<file path="config.mk">
export PLATFORM = sky130hd
export DESIGN_NAME = sram_write_ctrl
export DESIGN_NICKNAME = d
export VERILOG_FILES = /design/src/rtl/sram_wr_pkg.sv /design/src/rtl/bw_start_decode.sv /design/src/rtl/bw_cycle_seq.sv /design/src/rtl/bw_lane_array.sv /design/src/rtl/sram_write_ctrl.sv
export SDC_FILE = /design/constraint.sdc
export NUM_CORES = 1
export LEC_CHECK = 0
export ABC_AREA = 1
export ABC_CLOCK_PERIOD_IN_PS = 2400
export BUFFER_PORTS_ARGS = -buffer_cell sky130_fd_sc_hd__buf_4
export CAP_MARGIN = 20
export CORE_AREA = 4 4 301 303
export CTS_CLUSTER_SIZE = 24
export DETAILED_ROUTE_END_ITERATION = 6
export DIE_AREA = 0 0 305 307
export HOLD_SLACK_MARGIN = 0.1
export MAX_ROUTING_LAYER = met4
export SLEW_MARGIN = 20
export SYNTH_ARGS = -nofsm -noshare
export SYNTH_HDL_FRONTEND = slang
export SYNTH_SLANG_ARGS = --single-unit
</file>
<file path="constraint.sdc">
create_clock -name clk -period 2.4 [get_ports clk]
set_input_delay 0.12 -clock clk [delete_from_list [all_inputs] [get_ports clk]]
set_output_delay 0.12 -clock clk [all_outputs]
set_load 0.1 [all_outputs]
</file>
<file path="src/rtl/sram_wr_pkg.sv">
package sram_wr_pkg;

    localparam int NUM_LANES = 4;

    typedef logic [NUM_LANES-1:0] lane_mask_t;

    typedef enum logic {
        PH_IDLE   = 1'b0,
        PH_SECOND = 1'b1
    } phase_e;

    typedef struct packed {
        logic proc_go;    // processor strobe opens an access
        logic ctrl_go;    // controller strobe opens an access
        logic rd_intent;  // both write pins inactive
    } start_t;

    // Lane selection: global write wins, then byte-write with selects.
    function automatic lane_mask_t write_lanes(
        input logic       gw_n,
        input logic       bwe_n,
        input lane_mask_t bsel_n
    );
        if (!gw_n) begin
            return '1;
        end else if (!bwe_n) begin
            return ~bsel_n;
        end
        return '0;
    endfunction

endpackage

</file>
<file path="src/rtl/bw_start_decode.sv">
module bw_start_decode
    import sram_wr_pkg::*;
(
    input  logic   adsp_n,
    input  logic   adsc_n,
    input  logic   ce1_n,
    input  logic   ce2,
    input  logic   ce3_n,
    input  logic   gw_n,
    input  logic   bwe_n,
    output start_t st
);
    logic selected;

    always_comb begin
        selected     = !ce1_n && ce2 && !ce3_n;
        st.proc_go   = selected && !adsp_n;
        st.ctrl_go   = selected && adsp_n && !adsc_n;
        st.rd_intent = gw_n && bwe_n;
    end
endmodule

</file>
<file path="src/rtl/bw_cycle_seq.sv">
module bw_cycle_seq
    import sram_wr_pkg::*;
#(
    parameter int AW = 4
) (
    input  logic          clk,
    input  logic          rst,
    input  start_t        st,
    input  logic          gw_n,
    input  logic          bwe_n,
    input  lane_mask_t    bsel_n,
    input  logic [AW-1:0] addr,
    output lane_mask_t    we,
    output logic [AW-1:0] wr_addr,
    output logic          rd_go
);
    phase_e        phase;
    logic [AW-1:0] addr_q;

    always_comb begin
        we      = '0;
        wr_addr = addr;
        rd_go   = 1'b0;
        if (phase == PH_SECOND) begin
            // completion of a processor-strobe write; controller strobe ignored
            we      = write_lanes(gw_n, bwe_n, bsel_n);
            wr_addr = addr_q;
            rd_go   = st.proc_go && st.rd_intent;
        end else begin
            if (st.ctrl_go) begin
                we = write_lanes(gw_n, bwe_n, bsel_n);
            end
            rd_go = (st.proc_go || st.ctrl_go) && st.rd_intent;
        end
    end

    always_ff @(posedge clk) begin
        if (rst) begin
            phase  <= PH_IDLE;
            addr_q <= '0;
        end else begin
            phase <= st.proc_go ? PH_SECOND : PH_IDLE;
            if (st.proc_go) begin
                addr_q <= addr;
            end
        end
    end
endmodule

</file>
<file path="src/rtl/bw_lane_array.sv">
module bw_lane_array
    import sram_wr_pkg::*;
#(
    parameter int AW     = 4,
    parameter int LANE_W = 8
) (
    input  logic                          clk,
    input  logic                          rst,
    input  lane_mask_t                    we,
    input  logic [AW-1:0]                 wr_addr,
    input  logic [NUM_LANES*LANE_W-1:0]   wdata,
    input  logic                          rd_go,
    input  logic [AW-1:0]                 rd_addr,
    output logic [NUM_LANES*LANE_W-1:0]   rdata
);
    localparam int DEPTH = 1 << AW;

    for (genvar g = 0; g < NUM_LANES; g++) begin : g_lane
        logic [LANE_W-1:0] mem [DEPTH];

        always_ff @(posedge clk) begin
            if (rst) begin
                for (int i = 0; i < DEPTH; i++) begin
                    mem[i] <= '0;
                end
                rdata[g*LANE_W +: LANE_W] <= '0;
            end else begin
                if (we[g]) begin
                    mem[wr_addr] <= wdata[g*LANE_W +: LANE_W];
                end
                if (rd_go) begin
                    rdata[g*LANE_W +: LANE_W] <= mem[rd_addr];
                end
            end
        end
    end
endmodule

</file>
<file path="src/rtl/sram_write_ctrl.sv">
module sram_write_ctrl
    import sram_wr_pkg::*;
#(
    parameter int AW     = 4,
    parameter int LANE_W = 8
) (
    input  logic                        clk,
    input  logic                        rst,
    input  logic                        adsp_n,
    input  logic                        adsc_n,
    input  logic                        ce1_n,
    input  logic                        ce2,
    input  logic                        ce3_n,
    input  logic                        gw_n,
    input  logic                        bwe_n,
    input  logic [3:0]                  bsel_n,
    input  logic [AW-1:0]               addr,
    input  logic [4*LANE_W-1:0]         wdata,
    output logic [3:0]                  lane_we,
    output logic                        wr_cycle,
    output logic [4*LANE_W-1:0]         rdata
);
    start_t        st;
    lane_mask_t    we;
    logic [AW-1:0] wr_addr;
    logic          rd_go;

    bw_start_decode u_dec (
        .adsp_n (adsp_n),
        .adsc_n (adsc_n),
        .ce1_n  (ce1_n),
        .ce2    (ce2),
        .ce3_n  (ce3_n),
        .gw_n   (gw_n),
        .bwe_n  (bwe_n),
        .st     (st)
    );

    bw_cycle_seq #(.AW(AW)) u_seq (
        .clk     (clk),
        .rst     (rst),
        .st      (st),
        .gw_n    (gw_n),
        .bwe_n   (bwe_n),
        .bsel_n  (bsel_n),
        .addr    (addr),
        .we      (we),
        .wr_addr (wr_addr),
        .rd_go   (rd_go)
    );

    bw_lane_array #(.AW(AW), .LANE_W(LANE_W)) u_arr (
        .clk     (clk),
        .rst     (rst),
        .we      (we),
        .wr_addr (wr_addr),
        .wdata   (wdata),
        .rd_go   (rd_go),
        .rd_addr (addr),
        .rdata   (rdata)
    );

    assign lane_we  = we;
    assign wr_cycle = |we;
endmodule

</file>
==> out/results.tsv, run 1 <==
stage	metric	value	unit
drt	vias	19607	
timing	clock_skew	30.6	ps
critical_path	cpMostUsedCell	nand2_1	
cts	clk_pin_slew	70	ps
finish	finalNetCount	3076	
synthesis	synth.area.top_cells	edfxtp_1 59%, nand2_1 13%, nor2_1 7.4%	
finish	area.sequential	16100	um^2
critical_path	crit_slowest_cell	nor2_4	
timing	finalSetupViolations	0	
timing	period_minus_slack	2250	ps
cts	clock_latency	620	ps
run_status	violations	DRC	
finish	drive_gt1_share	11.4	%
synthesis	avgSynthCellArea	8.82	um^2
drt	routed_wl	75200	um
power_and_ir_drop	p_per_area	695	nW/um^2
timing	period_share	93.6	%
critical_path	crit_type	reg2reg	
synthesis	ys_types	24	
drt	wl_per_cell	17.7	um
finish	multi_input_area	8020	um^2
critical_path	worst_setup_path_start_kind	flip-flop	
timing	worst_slew_pin_slew	991	ps
critical_path	crit_fanout	9	
synthesis	syn-cell-area	26200	um^2
drt	detail_route.iter0.violations	1775	
synthesis	synthCells	2967	
drt	viasPerCell	4.63	
global_route	track_usage	16.1	%
floorplanning	pin_count	86	
synthesis	synth_commonest_cells	877 x nand2_1, 513 x nor2_1, 512 x edfxtp_1	
global_route	grt_max_degree	128	
drt	detail-route-antenna-nets	0	
synthesis	asyncSetResetFlopFracSynth	0	%
cts	clockRootBuffer	clkbuf_16	
place	place_congestion	0.846	
finish	syn_to_final_growth	15.4	%
timing	drv_slew	0	
place	port_buffers	85	
synthesis	synth_area_leader_cell	edfxtp_1	
cts	cts-buffers-inserted	54	
synthesis	ys_seq_area_share	61.6	%
synthesis	ys.flop_type	edfxtp_1	
timing	maxSlewHeadroom	33.9	%
worst_hold_path	hold_class	in2reg	
critical_path	critPathArrivalTime	2530	ps
global_route	grt_pass1_vias	18873	
finish	fill_cells	9004	
floorplanning	die_w	305	um
floorplanning	core_area	88000	um^2
critical_path	required	2680	ps
drt	drc_errors	2	
synthesis	synthMostInstantiatedCell	nand2_1	
cts	cts_buffer_depth	3	
synthesis	synth-seq-cells	549	
synthesis	syn-num-nets	3016	
global_route	antenna_found_initial	2	
floorplanning	die_y	307	um
timing	tns	0	ps
global_route	grt_overflow_total	0	
critical_path	worstSetupEndpointType	flip-flop	
global_route	grt_pass1_wl	113000	um
floorplanning	row_count	109	
floorplanning	die_area	93600	um^2
synthesis	synth_edf_count	512	
critical_path	max_stage_delay	460	ps
timing	rsz0062_at_grt	false	
floorplanning	start_util	29.8	%
run_status	status	finished, violations left	
timing	hold_viol	0	
cts	post_cts_buffers	0	
timing	timing.fmax	445	MHz
drt	first_pass_iters	7	
cts	cts_tree	yes	
cts	numClockSinks	549	
run	cap_viol_max_count	0	
power_and_ir_drop	ir_worst_vdd	0.510	mV
power_and_ir_drop	leakagePower	13.4	nW
synthesis	yosys_warnings	0	
cts	ctsHtreeMaxLevel	2	
critical_path	crit_chain	inv_2, or2_1, o21ai_2, inv_1, nand2_1, nor2_4, nand2_2, nand2_1	
critical_path	reg2reg_slack	150	ps
synthesis	synth_top_area_share	58.7	%
place	hpwl	48600	um
finish	utilization	34.3	%
[cell usage in the layout (no fill, tap or decap)]
cell type,Yosys,layout
a21oi_1,36,36
buf_12,0,15
buf_4,1,141
buf_6,1,1
bufinv_16,0,4
clkbuf_1,107,8
clkbuf_16,0,55
clkbuf_8,0,7
clkinv_1,1,4
clkinv_2,0,16
clkinv_4,0,2
clkinvlp_4,0,5
dfxtp_1,37,37
diode_2,0,1
dlygate4sd3_1,0,5
edfxtp_1,512,512
inv_1,367,365
inv_2,3,4
inv_4,0,1
inv_6,0,1
inv_8,0,1
nand2_1,877,876
nand2_2,56,57
nand2_4,14,14
nand3_1,353,353
nand4_1,1,1
nor2_1,513,512
nor2_2,5,6
nor2_4,16,16
nor2_8,1,1
o21ai_0,8,8
o21ai_2,4,4
or2_1,4,4
[metal layers]
metal  up-vias  global-route usage, %  routed length [um]
met2       652                   26.7               36300
li1       9509                      -                   -
met1      9295                   20.4               31700
met5         -                      -                   0
met4         0                   4.90                2190
met3       151                   2.67                5060
[worst max-delay path, delay by kind of cell, from the launching register on]
family / cells / cell delay, ps
AND/OR/NAND/NOR: 5 / 1320
flip-flops: 1 / 320
AO/OA/AOI/OAI: 1 / 80
buffers and inverters: 2 / 180
[kinds of logic (layout without fill, tap and decap cells)]
group / after synthesis / count (layout) / synth area share [%]
AO/OA/AOI/OAI: 48 / 48 / 0.975
buffers and inverters: 530 / 635 / 7.83
flip-flops: 549 / 549 / 61.6
other: 0 / 1 / 0
AND/OR/NAND/NOR: 1840 / 1840 / 29.6
[power breakdown]
group / switching (W) / internal [W] / total, W
Sequential: 0.0000726 / 0.0107 / 0.0107
Combinational: 0.00133 / 0.000419 / 0.00175
Clock: 0.00369 / 0.00482 / 0.00851
[layout make-up]
class	instances	share of cell area, %
diodes	1	0.00829
clock buffers	69	4.93
clock inverters	32	0.924
inverters	371	4.65
multi-input cells	1888	26.5
flip-flops and latches	549	53.4
well taps	1165	4.83
repair buffers	163	4.75
[metrics by stage]
step	cell area (um^2)	setup WS (ps)	power, W	hold WS, ps	std cells
floorplan	26200	483	0.0120	318	2967
global placement	28400	242	0.0127	521	4131
detailed placement	28400	209	0.0127	522	4131
CTS	30200	107	0.0211	182	4237
global route	30200	64.4	0.0217	204	4238
finish	30200	154	0.0210	202	4238
[registers in the layout, summed over array words and instances (netlist names)]
name	flops
u_arr.rdata	32
u_seq.phase	1
u_arr.g_lane.mem	512
u_seq.addr_q	4
[final timing paths]
| kind | from | endpoint | cells after the start |
|---|---|---|---|
| max reg2reg | u_seq.phase | u_arr.g_lane[0].mem[3][2] | 8 |
| min reg2reg | u_arr.rdata[13] | u_arr.rdata[13] | 4 |
| min | wdata[8] | u_arr.g_lane[1].mem[9][0] | 3 |
| max | u_seq.phase | u_arr.g_lane[0].mem[3][2] | 8 |
[repair_timing]
action	4_1_cts	5_1_grt
endpoints found under the hold margin	26	0
hold buffers	5	0
gates resized for setup	0	2
setup endpoints to repair	0	2
Note: power is estimated with default switching activity, not from simulation.
==> run 2: changes to the inputs <==
--- a/config.mk
+++ b/config.mk
@@ -9,12 +9,14 @@
 export ABC_CLOCK_PERIOD_IN_PS = 2400
 export BUFFER_PORTS_ARGS = -buffer_cell sky130_fd_sc_hd__buf_4
 export CAP_MARGIN = 20
-export CORE_AREA = 4 4 301 303
+export CORE_AREA = 4 4 359 255
 export CTS_CLUSTER_SIZE = 24
 export DETAILED_ROUTE_END_ITERATION = 6
-export DIE_AREA = 0 0 305 307
+export DIE_AREA = 0 0 363 259
 export HOLD_SLACK_MARGIN = 0.1
 export MAX_ROUTING_LAYER = met4
+export PLACE_DENSITY = 0.51
+export SETUP_SLACK_MARGIN = 0.1
 export SLEW_MARGIN = 20
 export SYNTH_ARGS = -nofsm -noshare
 export SYNTH_HDL_FRONTEND = slang
==> run 2 against run 1 <==
  * The run now ends clean
  * First-iteration DRC count increased by 8.9%
  * Via count increased by 1.0%
  * Global-route usage increased by 1.3 points
  * Power increased by 2.9%
  * Combinational power increased by 4%
  * Utilization increased by 0.54 points
  * Critical path depth increased by 1
  * Clock skew decreased by 18 ps
  * Non-clock buffer count increased by 32
  * Critical path type unchanged
  * Highest routed layer unchanged
==> out/results.tsv, run 2 (synthesis results as in run 1) <==
stage	metric	value	unit
run_status	status	finished, final reports clean	
timing	drv_slew	0	
power_and_ir_drop	fin_total_pwr	0.0216	W
global_route	antenna_found_initial	0	
critical_path	crit_slowest_cell	dfxtp_1	
global_route	grt_pass1_wl	121000	um
critical_path	reg2reg_from	u_seq.phase	
place	place_congestion	0.801	
timing	timing.fmax	448	MHz
drt	detail_route.iter0.violations	1933	
worst_hold_path	min_from	ce3_n	
critical_path	cpMostUsedCell	nand2_1	
global_route	grt_max_degree	121	
critical_path	cp.buffers_inverters	3	
finish	top_register	u_arr.g_lane.mem	
floorplanning	die_area	94000	um^2
cts	cts-buffers-inserted	59	
worst_hold_path	hold_class	in2reg	
finish	largest_reg_flops	512	
worst_hold_path	whs_path_depth	5	
critical_path	crit_type	reg2reg	
run	cap_viol_max_count	0	
power_and_ir_drop	swShare	24.8	%
timing	worst_slew_pin_slew	929	ps
critical_path	worstSetupPathDepth	9	
cts	cts_buffer_depth	3	
critical_path	required	2690	ps
drt	detail-route-antenna-nets	0	
critical_path	max_stage_delay	340	ps
place	port_buffers	85	
floorplanning	pin_count	86	
cts	ctsHtreeMaxLevel	2	
timing	period_minus_slack	2230	ps
floorplanning	die_y	259	um
finish	fill_cells	9059	
power_and_ir_drop	switchingPower	0.00535	W
power_and_ir_drop	pwr-share-comb	8.4	%
critical_path	worst_setup_path_start_kind	flip-flop	
finish	fin_area	30600	um^2
finish	finalNetCount	3113	
finish	largestRegisters	u_arr.g_lane.mem x512, u_arr.rdata x32, u_seq.addr_q x4	
power_and_ir_drop	p_int	0.0162	W
drt	vias	19807	
timing	maxSlewHeadroom	38.0	%
finish	layout_common_cells	874 x nand2_1, 513 x nor2_1, 512 x edfxtp_1	
cts	clockRootBuffer	clkbuf_16	
cts	clock_latency	620	ps
place	hpwl	51900	um
critical_path	crit_fanout	9	
finish	final_common_cell	nand2_1	
drt	wl_per_cell	18.9	um
floorplanning	row_count	91	
floorplanning	start_util	29.8	%
drt	viasPerCell	4.63	
critical_path	critPathArrivalTime	2520	ps
power_and_ir_drop	power_frac_seq	49.7	%
cts	clk_pin_slew	60	ps
critical_path	r2r_cells	9	
power_and_ir_drop	leakagePower	13.6	nW
timing	finalSetupViolations	0	
finish	diodes	0	
drt	routed_wl	80700	um
critical_path	setup.worst_path.start	u_seq.phase	
timing	tns	0	ps
cts	numClockSinks	549	
critical_path	crit_chain	inv_2, or2_1, o21ai_2, inv_1, nand2_1, nor2_4, buf_4, nand2_2, nand2_1	
timing	clock_skew	12.4	ps
power_and_ir_drop	p_per_area	706	nW/um^2
critical_path	worstSetupEndpointType	flip-flop	
power_and_ir_drop	power_frac_clock	41.9	%
finish	drive_gt1_share	11.7	%
timing	period_share	92.9	%
global_route	track_usage	17.4	%
drt	first_pass_iters	6	
finish	syn_to_final_growth	16.9	%
floorplanning	die_w	363	um
power_and_ir_drop	ir_worst_vdd	0.535	mV
global_route	grt_pass1_vias	18723	
timing	rsz0062_at_grt	false	
finish	utilization	34.9	%
floorplanning	core_area	87800	um^2
global_route	grt_overflow_total	0	
place	placed_area	28500	um^2
cts	cts_tree	yes	
critical_path	cp_top_family	simple AND/OR/NAND/NOR gates	
drt	drc_errors	0	
timing	hold_viol	0	
timing	holdWs	148	ps
run 2: cell types whose count changed in the layout (fill, tap and decap cells not counted), moves of 3 or more:
cell,delta
clkbuf_1,+7
dlygate4sd3_1,+11
buf_4,+19
clkinv_1,+11
buf_12,+3
clkinv_2,-6
clkinvlp_4,-3
clkbuf_16,+5
clkbuf_8,-7
run 2: power groups by stage:
| stage | sequential (W) | combinational (W) | clock, W |
|---|---|---|---|
| 2_1_floorplan | 0.0110 | 0.00102 | 0 |
| 3_3_place_gp | 0.0109 | 0.00179 | 0 |
| 3_5_place_dp | 0.0109 | 0.00179 | 0 |
| 4_1_cts | 0.0107 | 0.00182 | 0.00923 |
| 5_1_grt | 0.0108 | 0.00198 | 0.00960 |
| 6_report | 0.0107 | 0.00182 | 0.00904 |
run 2: metrics by stage:
step                      instances  setup slack, ps
after floorplan                2967              483
after global placement         4147              233
after detailed placement       4147              190
after CTS                      4275              178
after global routing           4277             82.2
final                          4277              170
run 2: worst paths after layout:
path	endpoint	slack, ps
max	u_arr.g_lane[0].mem[15][7]	170
min reg2reg	u_arr.rdata[28]	530
max reg2reg	u_arr.g_lane[0].mem[15][7]	170
min	u_seq.addr_q[3]	150
run 2: area by class of cell:
type / count / area, um^2 / share of cell area [%]
Clock inverter: 37 / 325 / 1.06
Multi-Input combinational cell: 1888 / 8020 / 26.2
Tap cell: 1162 / 1450 / 4.75
Clock buffer: 75 / 1560 / 5.09
Inverter: 371 / 1400 / 4.58
Sequential cell: 549 / 16100 / 52.6
Timing Repair Buffer: 195 / 1740 / 5.67
run 2: worst register-to-register path, cell delays in order (launching register included):
cell and delay (ps):
dfxtp_1 340, inv_2 90, or2_1 240, o21ai_2 100
inv_1 100, nand2_1 320, nor2_4 50, buf_4 180
nand2_2 190, nand2_1 290
run 2: what timing repair did:
| action | in CTS | in global routing |
|---|---|---|
| hold buffers | 16 | 0 |
| setup endpoints to repair | 0 | 88 |
| gates resized for setup | 0 | 2 |
| setup buffers | 0 | 2 |
| hold endpoints to repair | 214 | 0 |
run 2: per-layer routing:
metal / vias to the layer above / track usage (%) / part of all wire, %
met5: - / - / 0
met4: 0 / 3.68 / 1.8
met3: 102 / 3.29 / 7.5
met2: 672 / 24.3 / 42
met1: 9440 / 26.2 / 48
li1: 9593 / - / -
